--- src/rtl/dpwm_coarse_pkg.sv ---
package dpwm_coarse_pkg;

    // Default geometry: 5 coarse bits give 32 reference cycles per period.
    localparam int DEF_COARSE_W = 5;
    localparam int DEF_DEAD_W   = 4;

    function automatic int wider(input int a, input int b);
        return (a > b) ? a : b;
    endfunction

endpackage

--- src/rtl/dpwm_period_counter.sv ---
module dpwm_period_counter #(
    parameter int COARSE_W = dpwm_coarse_pkg::DEF_COARSE_W,
    parameter int DEAD_W   = dpwm_coarse_pkg::DEF_DEAD_W
) (
    input  logic                clk,
    input  logic                rst_n,
    input  logic [COARSE_W-1:0] duty_in,
    input  logic [DEAD_W-1:0]   dead_in,
    output logic [COARSE_W-1:0] cnt_o,
    output logic [COARSE_W-1:0] duty_o,
    output logic [DEAD_W-1:0]   dead_o
);

    localparam logic [COARSE_W-1:0] CNT_LAST = '1;
    localparam logic [COARSE_W-1:0] CNT_STEP = COARSE_W'(1);

    typedef struct packed {
        logic [COARSE_W-1:0] cnt;
        logic [COARSE_W-1:0] duty;
        logic [DEAD_W-1:0]   dead;
    } cnt_state_t;

    cnt_state_t st_d, st_q;

    always_comb begin
        st_d     = st_q;
        st_d.cnt = st_q.cnt + CNT_STEP;
        // Settings are captured only at the wrap, so each period is consistent.
        if (st_q.cnt == CNT_LAST) begin
            st_d.duty = duty_in;
            st_d.dead = dead_in;
        end
    end

    // The reset count sits on the last position, so the first edge wraps and samples.
    always_ff @(posedge clk or negedge rst_n) begin
        if (!rst_n) begin
            st_q.cnt  <= CNT_LAST;
            st_q.duty <= '0;
            st_q.dead <= '0;
        end else begin
            st_q <= st_d;
        end
    end

    assign cnt_o  = st_q.cnt;
    assign duty_o = st_q.duty;
    assign dead_o = st_q.dead;

endmodule

--- src/rtl/dpwm_side_gen.sv ---
module dpwm_side_gen #(
    parameter int COARSE_W = dpwm_coarse_pkg::DEF_COARSE_W,
    parameter int DEAD_W   = dpwm_coarse_pkg::DEF_DEAD_W
) (
    input  logic                clk,
    input  logic                rst_n,
    input  logic [COARSE_W-1:0] cnt_i,
    input  logic [COARSE_W-1:0] duty_i,
    input  logic [DEAD_W-1:0]   dead_i,
    output logic                hi_o,
    output logic                lo_o,
    output logic                start_o
);

    // Two spare bits so duty + guard and count + guard never wrap.
    localparam int SUM_W = dpwm_coarse_pkg::wider(COARSE_W, DEAD_W) + 2;
    localparam logic [SUM_W-1:0] POS_LAST = SUM_W'((1 << COARSE_W) - 1);

    typedef struct packed {
        logic hi;
        logic lo;
        logic start;
    } side_state_t;

    side_state_t st_d, st_q;

    logic [SUM_W-1:0] cnt_x;
    logic [SUM_W-1:0] duty_x;
    logic [SUM_W-1:0] dead_x;
    logic [SUM_W-1:0] lo_first;
    logic [SUM_W-1:0] tail_pos;
    logic             lo_window;

    always_comb begin
        cnt_x     = SUM_W'(cnt_i);
        duty_x    = SUM_W'(duty_i);
        dead_x    = SUM_W'(dead_i);
        lo_first  = duty_x + dead_x;
        tail_pos  = cnt_x + dead_x;
        lo_window = (cnt_x >= lo_first) && (tail_pos <= POS_LAST);

        st_d       = '0;
        st_d.hi    = (cnt_x < duty_x);
        st_d.lo    = lo_window;
        st_d.start = (cnt_i == '0);
    end

    always_ff @(posedge clk or negedge rst_n) begin
        if (!rst_n) begin
            st_q <= '0;
        end else begin
            st_q <= st_d;
        end
    end

    assign hi_o    = st_q.hi;
    assign lo_o    = st_q.lo;
    assign start_o = st_q.start;

endmodule

--- src/rtl/dpwm_coarse_core.sv ---
module dpwm_coarse_core #(
    parameter int COARSE_W = dpwm_coarse_pkg::DEF_COARSE_W,
    parameter int DEAD_W   = dpwm_coarse_pkg::DEF_DEAD_W
) (
    input  logic                clk,
    input  logic                rst_n,
    input  logic [COARSE_W-1:0] duty_msb,
    input  logic [DEAD_W-1:0]   dead_cycles,
    output logic                hi_coarse,
    output logic                lo_coarse,
    output logic                period_start
);

    logic [COARSE_W-1:0] cnt_w;
    logic [COARSE_W-1:0] duty_w;
    logic [DEAD_W-1:0]   dead_w;

    dpwm_period_counter #(
        .COARSE_W(COARSE_W),
        .DEAD_W  (DEAD_W)
    ) u_cnt (
        .clk    (clk),
        .rst_n  (rst_n),
        .duty_in(duty_msb),
        .dead_in(dead_cycles),
        .cnt_o  (cnt_w),
        .duty_o (duty_w),
        .dead_o (dead_w)
    );

    dpwm_side_gen #(
        .COARSE_W(COARSE_W),
        .DEAD_W  (DEAD_W)
    ) u_side (
        .clk    (clk),
        .rst_n  (rst_n),
        .cnt_i  (cnt_w),
        .duty_i (duty_w),
        .dead_i (dead_w),
        .hi_o   (hi_coarse),
        .lo_o   (lo_coarse),
        .start_o(period_start)
    );

endmodule

--- config.mk ---
export PLATFORM = sky130hd
export DESIGN_NAME = dpwm_coarse_core
export DESIGN_NICKNAME = d
export VERILOG_FILES = /design/src/rtl/dpwm_coarse_pkg.sv /design/src/rtl/dpwm_period_counter.sv /design/src/rtl/dpwm_side_gen.sv /design/src/rtl/dpwm_coarse_core.sv
export SDC_FILE = /design/constraint.sdc
export NUM_CORES = 1
export LEC_CHECK = 0
export ABC_AREA = 1
export BUFFER_PORTS_ARGS = -buffer_cell sky130_fd_sc_hd__buf_2
export CELL_PAD_IN_SITES_DETAIL_PLACEMENT = 2
export CELL_PAD_IN_SITES_GLOBAL_PLACEMENT = 2
export CORE_MARGIN = 2
export CORE_UTILIZATION = 32
export DETAILED_ROUTE_END_ITERATION = 10
export GPL_ROUTABILITY_DRIVEN = 0
export PLACE_DENSITY = 0.78
export SETUP_SLACK_MARGIN = 0.2
export SLEW_MARGIN = 20
export SYNTH_ARGS = -nofsm -noshare
export SYNTH_HDL_FRONTEND = slang
export SYNTH_SLANG_ARGS = --single-unit
--- constraint.sdc ---
create_clock -name clk -period 1.9 [get_ports clk]
set_input_delay 0.095 -clock clk [delete_from_list [all_inputs] [get_ports clk]]
set_output_delay 0.095 -clock clk [all_outputs]
set_load 0.05 [all_outputs]
# Yosys cells after proc, flatten, opt, wreduce, memory -nomap -nowiden
# Cells that the tools add are included.
word_totals:
  regBits: 17
  in_bits: 11
  elab_cells: 15
op_classes:
  addsub: 3
  magnitude_cmp: 3
  eq_ne: 1
  n_reduce_logical: 2
ops:
  columns: ["op", "n"]
  rows:
  - ["$add 5x4->6", 2]
  - ["$ge 5x7->1", 1]
  - ["$le 7x5->1 const B", 1]
  - ["$add 5x1->5 const B", 1]
  - ["$eq 5x5->1 const B", 1]
  - ["$logic_not 5->1", 1]
  - ["$lt 5x5->1", 1]
  - ["$logic_and 1x1->1", 1]

# Depth between registers and ports, before layout
# Gate-level depths: netlist (run 1).
logic_depth:
  depth_word: 3
  depth_mapped: 12

# Hierarchy
# From an unflattened synthesis (run 1), not the netlist that was laid out.
hier_totals:
  hier_cells: 134
  hier_area_um2: 1136.1
modules_own_cells:
  columns: ["mod", "instances", "cells_per_inst", "area_each_um2"]
  rows:
  - ["dpwm_side_gen", 1, 80, 573.0]
  - ["dpwm_period_counter", 1, 54, 563.0]

# Worst setup path before layout (run 1)
# OpenSTA, ideal clock, no wires.
synth_timing:
  path_kind: "reg-to-reg"
  startpoint: "register u_cnt.st_q (netlist bit u_cnt.duty_o[0])"
  endpoint: "register u_side.st_q (netlist bit u_side.lo_o)"
  arrival_ps: 1895
  path_slack_ps: -109
  stages_incl_launch_ff: 11
  path_buffers: 0
  synth_period_minus_slack_ps: 2009
  path_cell_list: "dfrtp_1 -> ha_1 -> fa_1 -> a21oi_1 -> o21ai_1 -> xor2_1 -> ha_1 -> a21oi_1 -> nand2_2 -> nand2_1 -> nor2_2"
synth_between:
  elab_chain_len: 3
synth_lines:
  columns: ["element", "line", "text"]
  rows:
  - ["from (decl)", "dpwm_period_counter.sv:23", "cnt_state_t st_d, st_q;"]
  - ["from (signal assigned)", "dpwm_period_counter.sv:42", "st_q <= st_d;"]
  - ["$add 5x4->6", "dpwm_side_gen.sv:38", "lo_first = duty_x + dead_x;"]
  - ["$ge 5x7->1", "dpwm_side_gen.sv:40", "lo_window = (cnt_x >= lo_first) && (tail_pos <= POS_LAST);"]
  - ["$logic_and 1x1->1", "dpwm_side_gen.sv:40", null]
  - ["via u_side.lo_window", "dpwm_side_gen.sv:32", "logic lo_window;"]
  - ["to (signal assigned)", "dpwm_side_gen.sv:52", "st_q <= st_d;"]
  - ["to (decl)", "dpwm_side_gen.sv:25", "side_state_t st_d, st_q;"]
# The timed path passes the listed nets, and every way through them passes these cells.
# A chain may end at the register's enable or synchronous reset.

# Final worst setup path (run 1)
# Ends and elaborated chain as after synthesis.

==> impl_metrics.tcl, run 1 <==
set metrics [dict create \
    status "complete, but fails checks" \
    violations "setup timing" \
    dr.first_iter.drc_count 3 \
    grt_pass1_vias 922 \
    grt_max_degree 18 \
    avgViaCountPerCell 4.64 \
    min_period_over_period_pct 108 \
    holdPathStages 3 \
    maxSlewViolCount 0 \
    vias 836 \
    end_kind "flop" \
    max-slew-margin-rel_pct 72.2 \
    max_freq_mhz 487 \
    port-buffer-count 13 \
    insertion_delay_ns 0.30 \
    r2r_slack_ns -0.15 \
    tightest_slew_ns 0.417 \
    path_cells "ha_2, fa_2, a21oi_2, o21ai_2, xor2_1, ha_1, a21oi_2, nand2_2, nand2_2, nor2_2" \
    mostFrequentLayoutCells "nand2_1 (19), ha_1 (19), inv_1 (16), buf_2 (13), dfrtp_1 (12)" \
    cts_sinks 17 \
    finalNetCount 169 \
    fin_ws_ns -0.152 \
    crit_path_max_incr_delay_ns 0.41 \
    synth_cell_type_count 22 \
    r2r_start "u_cnt.duty_o[0]" \
    cts_tree "yes" \
    seq_area_frac_synth_pct 40.6 \
    critical-path-top-delay-family "adder cells" \
    hold_path_startpoint "dead_cycles[1]" \
    cp_num_buf_inv 0 \
    critical_path.startpoint_type "flop" \
    finalSetupViolCount 1 \
    period_minus_slack_ns 2.05 \
    power.density_mw_per_mm2 573 \
    drc 0 \
    htreeDepth 1 \
    clk_pin_slew_worst_paths_ns 0.12 \
    firstDrtPassIters 2 \
    final_util_pct 42.7 \
    hold_viol 0 \
    critPathArrivalTime_ns 2.26 \
    gr-total-overflow 0 \
    root_buffer "clkbuf_4" \
    worstSetupPathType "flop to flop" \
    rows 20 \
    core_area_mm2 0.00310 \
    setup_tns_ns -0.152 \
    wirelength_mm 2.82 \
    cts_made_buffers 3 \
    min_path_type "input pin to flop" \
    r2r_end "u_side.lo_o" \
    drv_cap 0 \
    die-height_um 61.7 \
    clockBufferDepth 2 \
    p_leak_uw 0.000670 \
    cp_max_fo 2 \
    worstPathRequired_ns 2.11 \
    syn2layout_area_growth_pct 24.6 \
    antenna_left 0 \
    ir_drop_mv 0.294 \
    slowest_stage "dfrtp_1" \
    synth.cell_area_mm2 0.00106 \
    track_usage_pct 18.1 \
    rsz0062_at_grt "true" \
    grt_pass1_wl_mm 4.70 \
    ys_warn_count 0 \
    ys_seq_elements 17 \
    dieArea_mm2 0.00380 \
    dp_hpwl_mm 2.16 \
    avgSynthCellArea_um2 9.76 \
    io_pins 14 \
    antenna_found_initial 0 \
    die_w_um 61.7 \
    clock-skew-final_ns 0.00789 \
    dpl_cell_area_mm2 0.00126 \
    drive_gt1_share_pct 32.4 \
    synth_fp_nets 141 \
    start_util_pct 34.3 \
    ff2ff_path_depth 10 \
    antenna_cells 0 \
    avgRoutedWirePerCell_um 15.7 \
    min_to "u_cnt.dead_o[1]" \
    synth_cells 109 \
    fin_area_mm2 0.00133 \
]
## per-stage QoR
step / total power [uW] / worst slack, ns / std cells / hold slack (ns)
finish: 759 / -0.152 / 180 / 0.00136
global route: 804 / -0.245 / 180 / 0.00960
CTS: 769 / -0.170 / 180 / 0.00610
detailed placement: 549 / -0.178 / 173 / 0.0535
global placement: 536 / -0.0718 / 173 / 0.0370
floorplan: 490 / -0.0228 / 109 / -0.201
## layer usage
layer	global-route usage [%]	up-vias	wire length (um)
li1	-	414	-
met1	22.3	413	1230
met2	32.3	7	1530
met3	2.10	2	37
met4	6.38	0	27
met5	0	-	0
## layout make-up
class                           instances  area [um^2]
Timing Repair Buffer                   24          165
Inverter                               16         60.1
Multi-Input combinational cell         75          586
Tap cell                               44         55.1
Fill cell                             364         1780
Clock buffer                            3         22.5
Clock inverter                          1         5.00
Sequential cell                        17          432
## worst max path at each step
stage,start,end,slack (ns),cells after the start
after global placement,u_cnt.duty_o[0],u_side.lo_o,-0.07,12
after CTS,u_cnt.duty_o[0],u_side.lo_o,-0.17,10
after global routing,u_cnt.duty_o[0],u_side.lo_o,-0.25,10
after floorplan,u_cnt.duty_o[0],u_side.lo_o,-0.02,12
final,u_cnt.duty_o[0],u_side.lo_o,-0.15,10
after detailed placement,u_cnt.duty_o[0],u_side.lo_o,-0.18,10
## cells in the mapped netlist
library cell	instances	area share, %
ha_1	20	24
nand2_1	20	7.1
inv_1	16	5.6
dfrtp_1	12	28
a21oi_1	6	2.8
o21ai_0	6	2.8
dfstp_2	5	12
mux2_2	4	4.2
nand3_1	4	1.9
xor2_1	3	2.5
nor2_1	2	0.71
a21boi_0	1	0.71
a21oi_2	1	0.82
buf_2	1	0.47
fa_1	1	1.9
nand2_2	1	0.59
nand4_1	1	0.59
nor2_2	1	0.59
nor4_1	1	0.59
o21a_1	1	0.71
o21ai_1	1	0.47
xnor2_1	1	0.82
## cell families after synthesis
| group | Yosys count | synth area share, % |
|---|---|---|
| xor+xnor | 4 | 3.29 |
| fa+ha+maj | 21 | 25.4 |
| flops | 17 | 40.6 |
| mux | 4 | 4.23 |
| compound gates | 16 | 8.35 |
| simple gates | 30 | 12.0 |
| buf+inv | 17 | 6.12 |
## timing repair
item	in CTS	in global routing
resized for setup	2	1
endpoints found under the hold margin	13	0
hold buffers	2	0
buffers inserted	1	0
endpoints found under the setup margin	5	5
## worst reg2reg max path: cells and delay by family, from the launching register on
family	cells	cell delay (ns)
AND/OR/NAND/NOR	3	0.15
adder cells (fa/ha/maj)	3	0.89
AO/OA/AOI/OAI	3	0.39
flip-flops	1	0.41
XOR/XNOR	1	0.14
## report_power, final
group	internal, uW	switching [uW]	leakage, uW
logic	68.7	96.8	0.000457
registers	377	8.70	0.000195
clock network	78.4	129	0.0000177
## flip-flops by register name, summed over array words and instances, names as in the netlist
register / flops
u_cnt.duty_o: 5
u_side.hi_o: 1
u_cnt.cnt_o: 5
u_side.lo_o: 1
u_side.start_o: 1
u_cnt.dead_o: 4
(Power assumes the default switching activity.)
==> inputs of run 2 (changes only) <==
- ABC_AREA: 1 -> default
- CORE_UTILIZATION: 32 -> 33
- SETUP_SLACK_MARGIN: 0.2 -> 0.05
==> run 2 against run 1 <==
The flow still finishes with violations (setup timing). Sequential cell count stayed put. Clock-buffer cell count is the same. Highest routed layer unchanged. Final cell count decreased by 14%. Worst setup slack got worse by 0.13 ns. Synthesized cell count is 16% lower. Clock skew shrank 0.0045 ns. Sequential power about the same. Synthesized area down 3.3%.
==> impl_metrics.tcl, run 2 <==
set metrics [dict create \
    die_w_um 59.8 \
    seq_area_frac_synth_pct 42.0 \
    min_period_over_period_pct 115 \
    fin_area_mm2 0.00128 \
    seqCellArea_um2 432 \
    synthTopCellsByArea "dfrtp_1 (29%), ha_1 (24%), dfstp_2 (13%), mux2_2 (4.4%), o21ai_0 (3.4%)" \
    yosys.area.top_type_share_pct 29.2 \
    cts_sinks 17 \
    synth_top_family_by_area "adder cells" \
    finalNetCount 155 \
    p_seq_share_pct 51.7 \
    power.total_uw 751 \
    synth_cell_type_count 24 \
    avgRoutedWirePerCell_um 17.6 \
    synth_edf_count 0 \
    antenna_left 0 \
    end_kind "flop" \
    status "complete, but fails checks" \
    fin_ws_ns -0.277 \
    ys_seq_elements 17 \
    synth_fp_nets 124 \
    combPwrFrac_pct 22.4 \
    dp_hpwl_mm 2.12 \
    tightest_slew_ns 0.395 \
    period_minus_slack_ns 2.18 \
    maxSlewViolCount 0 \
    p_switching_uw 217 \
    min_path_type "input pin to flop" \
    violations "setup timing" \
    clock-skew-final_ns 0.00344 \
    port-buffer-count 13 \
    dp.cells 146 \
    async_flop_share_pct 100 \
    grt_pass1_vias 920 \
    syn2layout_area_growth_pct 24.9 \
    start_util_pct 34.2 \
    track_usage_pct 17.9 \
    cts_tree "yes" \
    avgSynthCellArea_um2 11.2 \
    insertion_delay_ns 0.29 \
    synthSimpleGateAreaFrac_pct 7.91 \
    synth_compound_area_share_pct 11.8 \
    firstDrtPassIters 4 \
    yosysMostFrequentCell "ha_1" \
    ys_warn_count 0 \
    worstPathRequired_ns 2.09 \
    synthXorXnorAreaFrac_pct 4.26 \
    dpl_cell_area_mm2 0.00121 \
    dieArea_mm2 0.00358 \
    ff2ff_path_depth 9 \
    yosysTopAreaCell "dfrtp_1" \
    cts_made_buffers 3 \
    max_freq_mhz 459 \
    setup_tns_ns -0.277 \
    synth_cells 92 \
    rsz0062_at_grt "true" \
    cp_max_fo 2 \
    fillers 314 \
    ir_drop_mv 0.280 \
    clk_pin_slew_worst_paths_ns 0.10 \
    finalSetupViolCount 1 \
    clockBufferDepth 2 \
    intPower_uw 534 \
    avgViaCountPerCell 5.17 \
    drive_gt1_share_pct 34.4 \
    grt_pass1_wl_mm 4.53 \
    p_clk_share_pct 25.8 \
    rows 20 \
    critical_path.startpoint_type "flop" \
    mostFrequentLayoutCells "ha_1 (19), buf_2 (13), dfrtp_1 (12), buf_4 (11), inv_1 (8)" \
    vias 801 \
    finalNonFillerCells 155 \
    hold_viol 0 \
    multiInputGateArea_um2 577 \
    synthMuxAreaShare_pct 4.38 \
    core_area_mm2 0.00300 \
    p_leak_uw 0.000662 \
    synth.cell_area_mm2 0.00103 \
    synth_ff_type "dfrtp_1" \
    io_pins 14 \
    wirelength_mm 2.72 \
    grt_max_degree 18 \
    die-height_um 59.8 \
    drc 0 \
    layout_commonest_cell "ha_1" \
    drv_cap 0 \
    worstSetupPathType "flop to flop" \
    synthAdderAreaFrac_pct 26.3 \
    power.density_mw_per_mm2 584 \
    critPathArrivalTime_ns 2.37 \
    antenna_found_initial 0 \
    p_sw_share_pct 28.9 \
    max-slew-margin-rel_pct 73.7 \
    htreeDepth 1 \
    holdPathStages 3 \
    dr.first_iter.drc_count 11 \
    antenna_cells 0 \
    root_buffer "clkbuf_4" \
    synthTopCellsByCount "ha_1 (20), dfrtp_1 (12), inv_1 (8), nand2_1 (7), o21ai_0 (7)" \
    gr-total-overflow 0 \
]
[run 2: changes by cell type after synthesis, moves of 2 or more]
cell	delta
nand2_1	-13
inv_1	-8
nand3_1	-2
xnor2_1	+2
a21o_1	+4
[run 2: power by group through the flow]
stage                     combinational (uW)  sequential [uW]  clock, uW
after floorplan                         72.4              411          0
after global placement                   139              394          0
after detailed placement                 153              395          0
after CTS                                165              389        207
after global routing                     188              390        227
final                                    168              388        194
[run 2: final cells by class]
cell class                 count  share of cell area (%)
clock inverter                 1                   0.389
clock buffer                   3                    1.75
timing repair buffer          27                    13.8
inverter                       8                    2.34
tap                           33                    3.21
multi-input combinational     66                    44.9
sequential                    17                    33.6
[run 2: repair_timing]
action / in CTS / in global routing
resized for setup: 0 / 2
endpoints found under the setup margin: 1 / 1
hold buffers: 3 / 0
cloned: 0 / 0
setup buffers: 2 / 0
hold endpoints to repair: 14 / 0
pin swaps: 2 / 4
[run 2: routing by layer]
metal	vias to the layer above	track usage, %	share of wire, %
met1	407	21.5	42
li1	380	-	-
met4	0	6.67	1.1
met2	10	32.0	55
met5	-	0	0
met3	4	2.60	2.0
[run 2: path summary, 6_finish.rpt]
| kind | startpoint | end | slack [ns] |
|---|---|---|---|
| max in group asynchronous | rst_n | u_cnt.cnt_o[4] | 1.32 |
| hold reg to reg | u_cnt.cnt_o[1] | u_cnt.cnt_o[3] | 0.53 |
| min in group asynchronous | rst_n | u_cnt.dead_o[1] | 0.25 |
| setup / recovery | u_cnt.duty_o[0] | u_side.lo_o | -0.28 |
| hold / removal | duty_msb[2] | u_cnt.duty_o[2] | 0.02 |
| setup reg to reg | u_cnt.duty_o[0] | u_side.lo_o | -0.28 |
[run 2: metrics by stage]
stage	worst slack [ns]	util [%]	hold slack (ns)
after CTS	-0.308	42.6	0.0154
after global routing	-0.377	42.8	0.0164
after floorplan	-0.148	-	-0.201
final	-0.277	42.8	0.0242
after global placement	-0.169	40.2	0.0421
after detailed placement	-0.298	40.2	0.0446
[run 2: logic make-up (layout without fill, tap and decap cells)]
logic type / count (synthesis) / after routing
AOI/OAI and AO/OA: 20 / 20
DFF: 17 / 17
xor gates and xnor gates: 5 / 5
and+or+nand+nor: 16 / 16
adders and majority gates: 21 / 21
buffers and inverters: 9 / 39
muxes: 4 / 4
[run 2: worst max-delay path: stages (launching register included)]
cell     delay, ns
dfrtp_1       0.41
ha_2          0.22
fa_2          0.35
a21o_1        0.17
a21oi_2       0.14
xnor2_1       0.13
ha_1          0.26
a21o_1        0.18
a31oi_2       0.16
nor3_2        0.06
